[config.mk]
export PLATFORM = sky130hd
export DESIGN_NAME = xor_bit_shuffler
export DESIGN_NICKNAME = d
export VERILOG_FILES = /design/src/rtl/xshf_pkg.sv /design/src/rtl/xshf_coarse_stage.sv /design/src/rtl/xshf_fine_stage.sv /design/src/rtl/xor_bit_shuffler.sv
export SDC_FILE = /design/constraint.sdc
export NUM_CORES = 1
export LEC_CHECK = 0
export CELL_PAD_IN_SITES_DETAIL_PLACEMENT = 2
export CELL_PAD_IN_SITES_GLOBAL_PLACEMENT = 2
export CORE_UTILIZATION = 30
export CTS_BUF_LIST = sky130_fd_sc_hd__clkbuf_8
export DETAILED_ROUTE_END_ITERATION = 6
export PLACE_DENSITY_LB_ADDON = 0.3
export RECOVER_POWER = 50
export SLEW_MARGIN = 10
export SYNTH_ARGS = -nofsm -noshare
export SYNTH_HDL_FRONTEND = slang
export SYNTH_SLANG_ARGS = --single-unit
export TNS_END_PERCENT = 10
[constraint.sdc]
create_clock -name clk -period 2.3 [get_ports clk]
set_clock_uncertainty 0.1 [all_clocks]
set_input_delay 0.345 -clock clk [delete_from_list [all_inputs] [get_ports clk]]
set_output_delay 0.345 -clock clk [all_outputs]
set_load 0.02 [all_outputs]
[src/rtl/xshf_pkg.sv]
package xshf_pkg;

   // Number of low select bits resolved by the fine (4:1) stage.
   localparam int unsigned FINE_W = 2;
   // Group size the fine stage works inside.
   localparam int unsigned FINE_GRP = 1 << FINE_W;

   function automatic bit is_pow2(input int unsigned v);
      return (v != 0) && ((v & (v - 1)) == 0);
   endfunction

endpackage

[src/rtl/xshf_coarse_stage.sv]
module xshf_coarse_stage
   import xshf_pkg::*;
#(
   parameter int unsigned DATA_W = 8,
   parameter int unsigned SEL_W  = 3
) (
   input  logic              clk,
   input  logic              rst_n,
   input  logic              in_valid,
   input  logic [SEL_W-1:0]  in_sel,
   input  logic [DATA_W-1:0] in_data,
   output logic              out_valid,
   output logic [FINE_W-1:0] out_fine_sel,
   output logic [DATA_W-1:0] out_data
);

   localparam int unsigned HI_W   = SEL_W - FINE_W;
   localparam int unsigned GROUPS = DATA_W / FINE_GRP;

   logic [HI_W-1:0]   hi_sel;
   logic [DATA_W-1:0] perm;

   assign hi_sel = in_sel[SEL_W-1:FINE_W];

   // Each group of FINE_GRP lanes takes the group whose index is its own XOR hi_sel.
   for (genvar g = 0; g < GROUPS; g++) begin : g_grp
      logic [HI_W-1:0] src;
      assign src = HI_W'(g) ^ hi_sel;
      assign perm[g*FINE_GRP +: FINE_GRP] = in_data[src*FINE_GRP +: FINE_GRP];
   end

   always_ff @(posedge clk) begin
      if (!rst_n) begin
         out_valid    <= 1'b0;
         out_fine_sel <= '0;
         out_data     <= '0;
      end else begin
         out_valid    <= in_valid;
         out_fine_sel <= in_sel[FINE_W-1:0];
         out_data     <= perm;
      end
   end

endmodule

[src/rtl/xshf_fine_stage.sv]
module xshf_fine_stage
   import xshf_pkg::*;
#(
   parameter int unsigned DATA_W = 8
) (
   input  logic              clk,
   input  logic              rst_n,
   input  logic              in_valid,
   input  logic [FINE_W-1:0] in_sel,
   input  logic [DATA_W-1:0] in_data,
   output logic              out_valid,
   output logic [DATA_W-1:0] out_data
);

   logic [DATA_W-1:0] perm;

   // One 4:1 multiplexer per lane, choosing inside the lane's own group.
   for (genvar l = 0; l < DATA_W; l++) begin : g_lane
      localparam int unsigned BASE = (l / FINE_GRP) * FINE_GRP;
      localparam logic [FINE_W-1:0] OFS = FINE_W'(l % FINE_GRP);
      logic [FINE_GRP-1:0] grp;
      assign grp     = in_data[BASE +: FINE_GRP];
      assign perm[l] = grp[OFS ^ in_sel];
   end

   always_ff @(posedge clk) begin
      if (!rst_n) begin
         out_valid <= 1'b0;
         out_data  <= '0;
      end else begin
         out_valid <= in_valid;
         out_data  <= perm;
      end
   end

endmodule

[src/rtl/xor_bit_shuffler.sv]
module xor_bit_shuffler
   import xshf_pkg::*;
#(
   parameter int unsigned DATA_W = 8,
   parameter int unsigned WORDS  = 1,
   parameter int unsigned SEL_W  = $clog2(DATA_W)
) (
   input  logic                    clk,
   input  logic                    rst_n,
   input  logic                    in_valid,
   input  logic [WORDS*SEL_W-1:0]  in_sel,
   input  logic [WORDS*DATA_W-1:0] in_data,
   output logic                    out_valid,
   output logic [WORDS*DATA_W-1:0] out_data
);

   // Elaboration-time parameter checks.
   if (!is_pow2(DATA_W) || DATA_W < 8) begin : g_bad_width
      $error("xor_bit_shuffler: DATA_W must be a power of two, at least 8");
   end
   if (SEL_W != $clog2(DATA_W)) begin : g_bad_sel
      $error("xor_bit_shuffler: SEL_W must equal log2(DATA_W)");
   end
   if (WORDS < 1) begin : g_bad_words
      $error("xor_bit_shuffler: WORDS must be at least 1");
   end

   logic [WORDS-1:0] vld_w;

   for (genvar w = 0; w < WORDS; w++) begin : g_word
      logic              s1_valid;
      logic [FINE_W-1:0] s1_sel;
      logic [DATA_W-1:0] s1_data;

      xshf_coarse_stage #(
         .DATA_W (DATA_W),
         .SEL_W  (SEL_W)
      ) u_coarse (
         .clk          (clk),
         .rst_n        (rst_n),
         .in_valid     (in_valid),
         .in_sel       (in_sel[w*SEL_W +: SEL_W]),
         .in_data      (in_data[w*DATA_W +: DATA_W]),
         .out_valid    (s1_valid),
         .out_fine_sel (s1_sel),
         .out_data     (s1_data)
      );

      xshf_fine_stage #(
         .DATA_W (DATA_W)
      ) u_fine (
         .clk       (clk),
         .rst_n     (rst_n),
         .in_valid  (s1_valid),
         .in_sel    (s1_sel),
         .in_data   (s1_data),
         .out_valid (vld_w[w]),
         .out_data  (out_data[w*DATA_W +: DATA_W])
      );
   end

   // Every word lane carries the same valid; word 0 drives the port.
   assign out_valid = vld_w[0];

endmodule

# --- Yosys cells after proc, flatten, opt, wreduce, memory -nomap -nowiden ---
# Index checks and enable logic that the tools add are counted.
word_totals:
  ff_bits: 20
  latchBits: 0
  ram_bits: 0
  romBits: 0
  inputBits: 14
  out_inout_bits: 9
  word_cells: 31
  memories: 0
op_classes:
  addsub: 0
  mul: 0
  div: 0
  n_lt_le_gt_ge: 4
  eq_ne: 0
  shifts: 2
  n_mux: 16
  n_bitwise: 4
  reduce_logical: 0
ops:
  columns: ["op", "count"]
  rows:
  - ["$bmux 1 s2", 8]
  - ["$shiftx 8x4->4", 2]
  - ["$lt 2x3->1 const B", 4]
  - ["$mux 1", 8]
  - ["$not 1->1", 3]
  - ["$not 2->2", 1]

# --- Logic depth before layout (Yosys ltp) ---
logic_depth:
  word_depth: 3
  mapped_depth: 3
  depth_no_buf: 2

# --- By module ---
# A second synthesis with hierarchy kept.
hier_totals:
  cells_unflattened: 62
  hier_area_um2: 726.9
modules_own_cells:
  columns: ["mod", "n_inst", "cells_each", "area_per_inst_um2", "seq_area_each_um2"]
  rows:
  - ["xshf_coarse_stage", 1, 32, 384.1, 220.2]
  - ["xshf_fine_stage", 1, 30, 342.8, 180.2]

# --- Worst setup path after synthesis ---
# Ideal clock, no wire load.
synth_timing:
  path_kind: "register to register"
  startpoint: "reg g_word[0].u_coarse.out_fine_sel[0]"
  endpoint: "reg g_word[0].u_fine.out_data[0]"
  setup_time_ns: 0.129
  t_arrival_ns: 0.746
  path_slack_ns: 1.325
  stages_incl_launch_ff: 4
  path_cell_list: "dfxtp_1 buf_6 mux2i_1 o22ai_1"
synth_via:
  elab_chain_len: 2
synth_rtl:
  columns: ["item", "line_no", "rtl"]
  rows:
  - ["start: declaration", "xshf_coarse_stage.sv:13", "output logic [FINE_W-1:0] out_fine_sel,"]
  - ["start signal: assignment", "xshf_coarse_stage.sv:39", "out_fine_sel <= in_sel[FINE_W-1:0];"]
  - ["$bmux 1 s2", "xshf_fine_stage.sv:23", "assign perm[l] = grp[OFS ^ in_sel];"]
  - ["$mux 1 (not written as such)", "xshf_fine_stage.sv:23", null]
  - ["end signal: assignment", "xshf_fine_stage.sv:32", "out_data <= perm;"]
  - ["end: declaration", "xshf_fine_stage.sv:12", "output logic [DATA_W-1:0] out_data"]
# Every way passes these cells. The select of a mux whose other input is x is not followed.
# A chain may end at the register's enable or synchronous reset.

# --- Worst setup path in the final report ---
layout_timing:
  startpoint: "reg g_word[0].u_fine.out_data[6]"
  endpoint: "out out_data[6]"
layout_rtl:
  columns: ["item", "line_no", "rtl"]
  rows:
  - ["end: declaration", "xor_bit_shuffler.sv:14", "output logic [WORDS*DATA_W-1:0] out_data"]
# No word-level cell between the ends.

==> run_results.csv <==
group,metric,value,unit
run_status,outcome,"complete, no violations",
power,power_switching,0.173,mW
routing,wl_met2,847,µm
finish,nets_final,99,
critical_path,timing.critical_path.to,"out_data[6]",
routing,totalWireLength,1.53,mm
die,effective_utilization_at_floorplan,32.4,%
job,maxCapViolations,0,
synth,synth_fp_nets,76,
worst_hold_path,hold_path.class,"reg -> reg",
synth,synth-seq-cells,20,
clock_network,ctsHtreeMaxLevel,1,
die,floorplan.core_area,2230,µm²
critical_path,timing.critical_path.to_type,"output pin",
critical_path,arrival,1.18,ns
critical_path,r2r-start,"g_word[0].u_coarse.out_fine_sel[0]$_SDFF_PN0_",
placed_design,place.detailed.hpwl,1.17,mm
synth,yosys-mux-area-fraction,22.1,%
timing,finalWorstPathRequiredPeriod,1.63,ns
global_route,grt_pass1_wl,2.48,mm
timing,max_slew_margin,70.2,%
power,power.static_leakage,0.392,nW
timing,finalSetupViolCount,0,
timing,worst_pin_slew,0.447,ns
placed_design,numPortBuffers,22,
timing,fin_hold_ws,0.343,ns
clock_network,cts_tree,"yes",
synth,postSynthCellCount,62,
critical_path,worst-path-max-fanout,1,
routing,drt_pre_antenna_iters,3,
die,die_y,51.1,µm
finish,layout-drive-gt1-share,4.76,%
die,die-width,51.1,µm
finish,diodes,0,
finish,fill_cells,239,
critical_path,reg2reg_setup_slack,1.01,ns
critical_path,total_buffers_and_inverters_traversed_by_the_critical_path,1,
critical_path,regToRegEndpoint,"g_word[0].u_fine.out_data[5]$_SDFF_PN0_",
global_route,first_global_vias,558,
critical_path,worst_r2r_path_depth,2,
finish,mostFrequentLayoutCells,"sky130_fd_sc_hd__dfxtp_1, sky130_fd_sc_hd__clkdlybuf4s50_1, sky130_fd_sc_hd__mux2i_1, sky130_fd_sc_hd__o22ai_1, sky130_fd_sc_hd__nor2b_1",
clock_network,cts.repair_timing.setup_buffer_count,0,
finish,flow.area_growth_from_synthesis,39.1,%
routing,ant_nets,0,
timing,hold_viol,0,
clock_network,postCtsHoldBufs,0,
synth,netlist-cell-type-count,11,
synth,average_cell_area_after_synthesis,11.7,µm²
power,power_per_cell_area,748,nW/µm²
critical_path,cp.required,1.86,ns
power,share_clk_of_total_power,35.6,%
routing,top_layer_used,"met4",
routing,detail_route.wirelength.met1,608,µm
global_route,grt.overflow.total,0,
clock_network,numCtsBuffers,3,
power,vdd_ir_drop_max,363,µV
clock_network,ctsLongestPathBuffers,2,
finish,multi_input_comb_area,295,µm²
worst_hold_path,hold_start,"g_word[0].u_coarse.out_valid$_SDFF_PN0_",
timing,fin_crit_sh,70.8,%
clock_network,worst_setup_hold_path_clk_slew,0.08,ns
critical_path,critical_path_depth,1,
clock_network,post_cts_resized,0,
finish,area.sequential,400,µm²
power,sequentialPowerShare,50.5,%
global_route,antenna_found_initial,0,
synth,xor_xnor_portion_of_the_synthesized_cell_area,0,%
critical_path,list_of_cells_traversed_by_the_critical_path,"clkdlybuf4s50_1",
placed_design,routabilityCongestion,0.683,
die,die-area,2610,µm²
critical_path,timing.critical_path.from,"g_word[0].u_fine.out_data[6]$_SDFF_PN0_",
critical_path,worst_path_max_delay_cell,"sky130_fd_sc_hd__clkdlybuf4s50_1",
routing,drt_drc_violations_left,0,
power,power_report.internal_total,0.579,mW
critical_path,path_delay_family,"buffers and inverters",
global_route,globalRouteTotalUtil,13.9,%
clock_network,clock-sinks,20,
timing,setup_tns,0,ns
synth,ys_warn_count,0,
power,power_frac_comb,13.9,%
die,boundaryPins,23,
critical_path,critical_path_launch_point_type,"flop",
power,switching_fraction,23.0,%
timing,rsz_0062_raised_after_global_routing,"no",
synth,synth-simple-area-share,11.8,%
timing,fmaxAchievable,614,MHz
synth,fraction_of_post_synthesis_cell_area_in_the_top_cell_type_by_area,55.4,%
routing,wl_met3,62,µm
synth,yosys-top-cells-area,"sky130_fd_sc_hd__dfxtp_1, sky130_fd_sc_hd__mux2i_1, sky130_fd_sc_hd__nor2b_1",
synth,post_synth_fa_ha_maj_area_fraction,0,%
critical_path,criticalPathCategory,"reg -> out",
routing,num_vias,522,
global_route,grt_start_max_net_pins,15,
routing,detail_route.wl_per_cell,13.7,µm
synth,synth.largest_area_cell,"sky130_fd_sc_hd__dfxtp_1",
clock_network,worstSkewPairLatency,0.26,ns
routing,via_per_inst,4.66,
synth,synth-seq-area-share,55.4,%
die,placement_rows,17,
clock_network,cts.root.buffer_cell,"sky130_fd_sc_hd__clkbuf_8",
critical_path,critical-path-max-stage-delay,0.61,ns
timing,maxSlewViolCount,0,
routing,drtIter0Drc,3,
synth,mapped_area,723,µm²
synth,synth_top_family_by_area,"multiplexers",
synth,synth_compound_gate_area_share,6.92,%
==> worst min-delay path by stage <==
| stage | slack [ns] | depth (start not counted) | endpoint |
|---|---|---|---|
| after floorplan | 0.31 | 1 | g_word[0].u_fine.out_valid$_SDFF_PN0_ |
| after global placement | 0.32 | 1 | g_word[0].u_fine.out_valid$_SDFF_PN0_ |
| after detailed placement | 0.33 | 1 | g_word[0].u_fine.out_valid$_SDFF_PN0_ |
| after CTS | 0.35 | 1 | g_word[0].u_fine.out_valid$_SDFF_PN0_ |
| after global routing | 0.36 | 1 | g_word[0].u_fine.out_valid$_SDFF_PN0_ |
| final | 0.34 | 1 | g_word[0].u_fine.out_valid$_SDFF_PN0_ |
==> sequential cells by signal, indices dropped and copies added (netlist names) <==
signal,flops
g_word.u_coarse.out_data,8
g_word.u_coarse.out_valid,1
g_word.u_fine.out_valid,1
g_word.u_coarse.out_fine_sel,2
g_word.u_fine.out_data,8
==> metal layers <==
layer	up-vias	GRT usage [%]
met5	-	0
met4	0	9.72
met3	2	3.57
met2	17	25.2
met1	243	13.4
li1	260	-
==> power by group through the flow <==
stage	clock network (mW)	logic [mW]	registers [mW]
3_3_place_gp	0	0.103	0.386
5_1_grt	0.282	0.113	0.383
6_report	0.268	0.105	0.380
3_5_place_dp	0	0.106	0.388
2_1_floorplan	0	0.0470	0.396
4_1_cts	0.273	0.107	0.381
==> metrics by stage <==
step / utilization (%) / setup WS, ns / cells / total power, mW / instance area, µm²
detailed placement: 42.6 / 0.566 / 108 / 0.495 / 951
global placement: 42.6 / 0.641 / 108 / 0.489 / 951
global route: 45.0 / 0.594 / 112 / 0.778 / 1010
finish: 45.0 / 0.672 / 112 / 0.752 / 1010
CTS: 45.0 / 0.645 / 112 / 0.761 / 1010
floorplan: - / 1.33 / 62 / 0.443 / 723
==> cell type report <==
class | count | area share, %
Sequential cell | 20 | 39.8
Multi-Input combinational cell | 38 | 29.4
Timing Repair Buffer | 22 | 21.9
Clock buffer | 4 | 5.47
Tap cell | 28 | 3.48
==> logic make-up (layout without fill, tap and decap cells) <==
kind of cell | after synthesis | count (layout)
DFF | 20 | 20
muxes | 16 | 16
and+or+nand+nor | 14 | 14
AOI/OAI and AO/OA | 8 | 8
buffers and inverters | 4 | 26
==> cells in the mapped netlist <==
cell,instances
sky130_fd_sc_hd__nand2_1,1
sky130_fd_sc_hd__mux2i_1,16
sky130_fd_sc_hd__o22ai_1,8
sky130_fd_sc_hd__nor2b_1,8
sky130_fd_sc_hd__clkbuf_2,1
sky130_fd_sc_hd__dfxtp_1,20
sky130_fd_sc_hd__buf_4,1
sky130_fd_sc_hd__nand2b_1,1
sky130_fd_sc_hd__clkbuf_1,1
sky130_fd_sc_hd__and2_1,4
sky130_fd_sc_hd__buf_6,1
No activity file was read; power rests on OpenSTA's default activity.
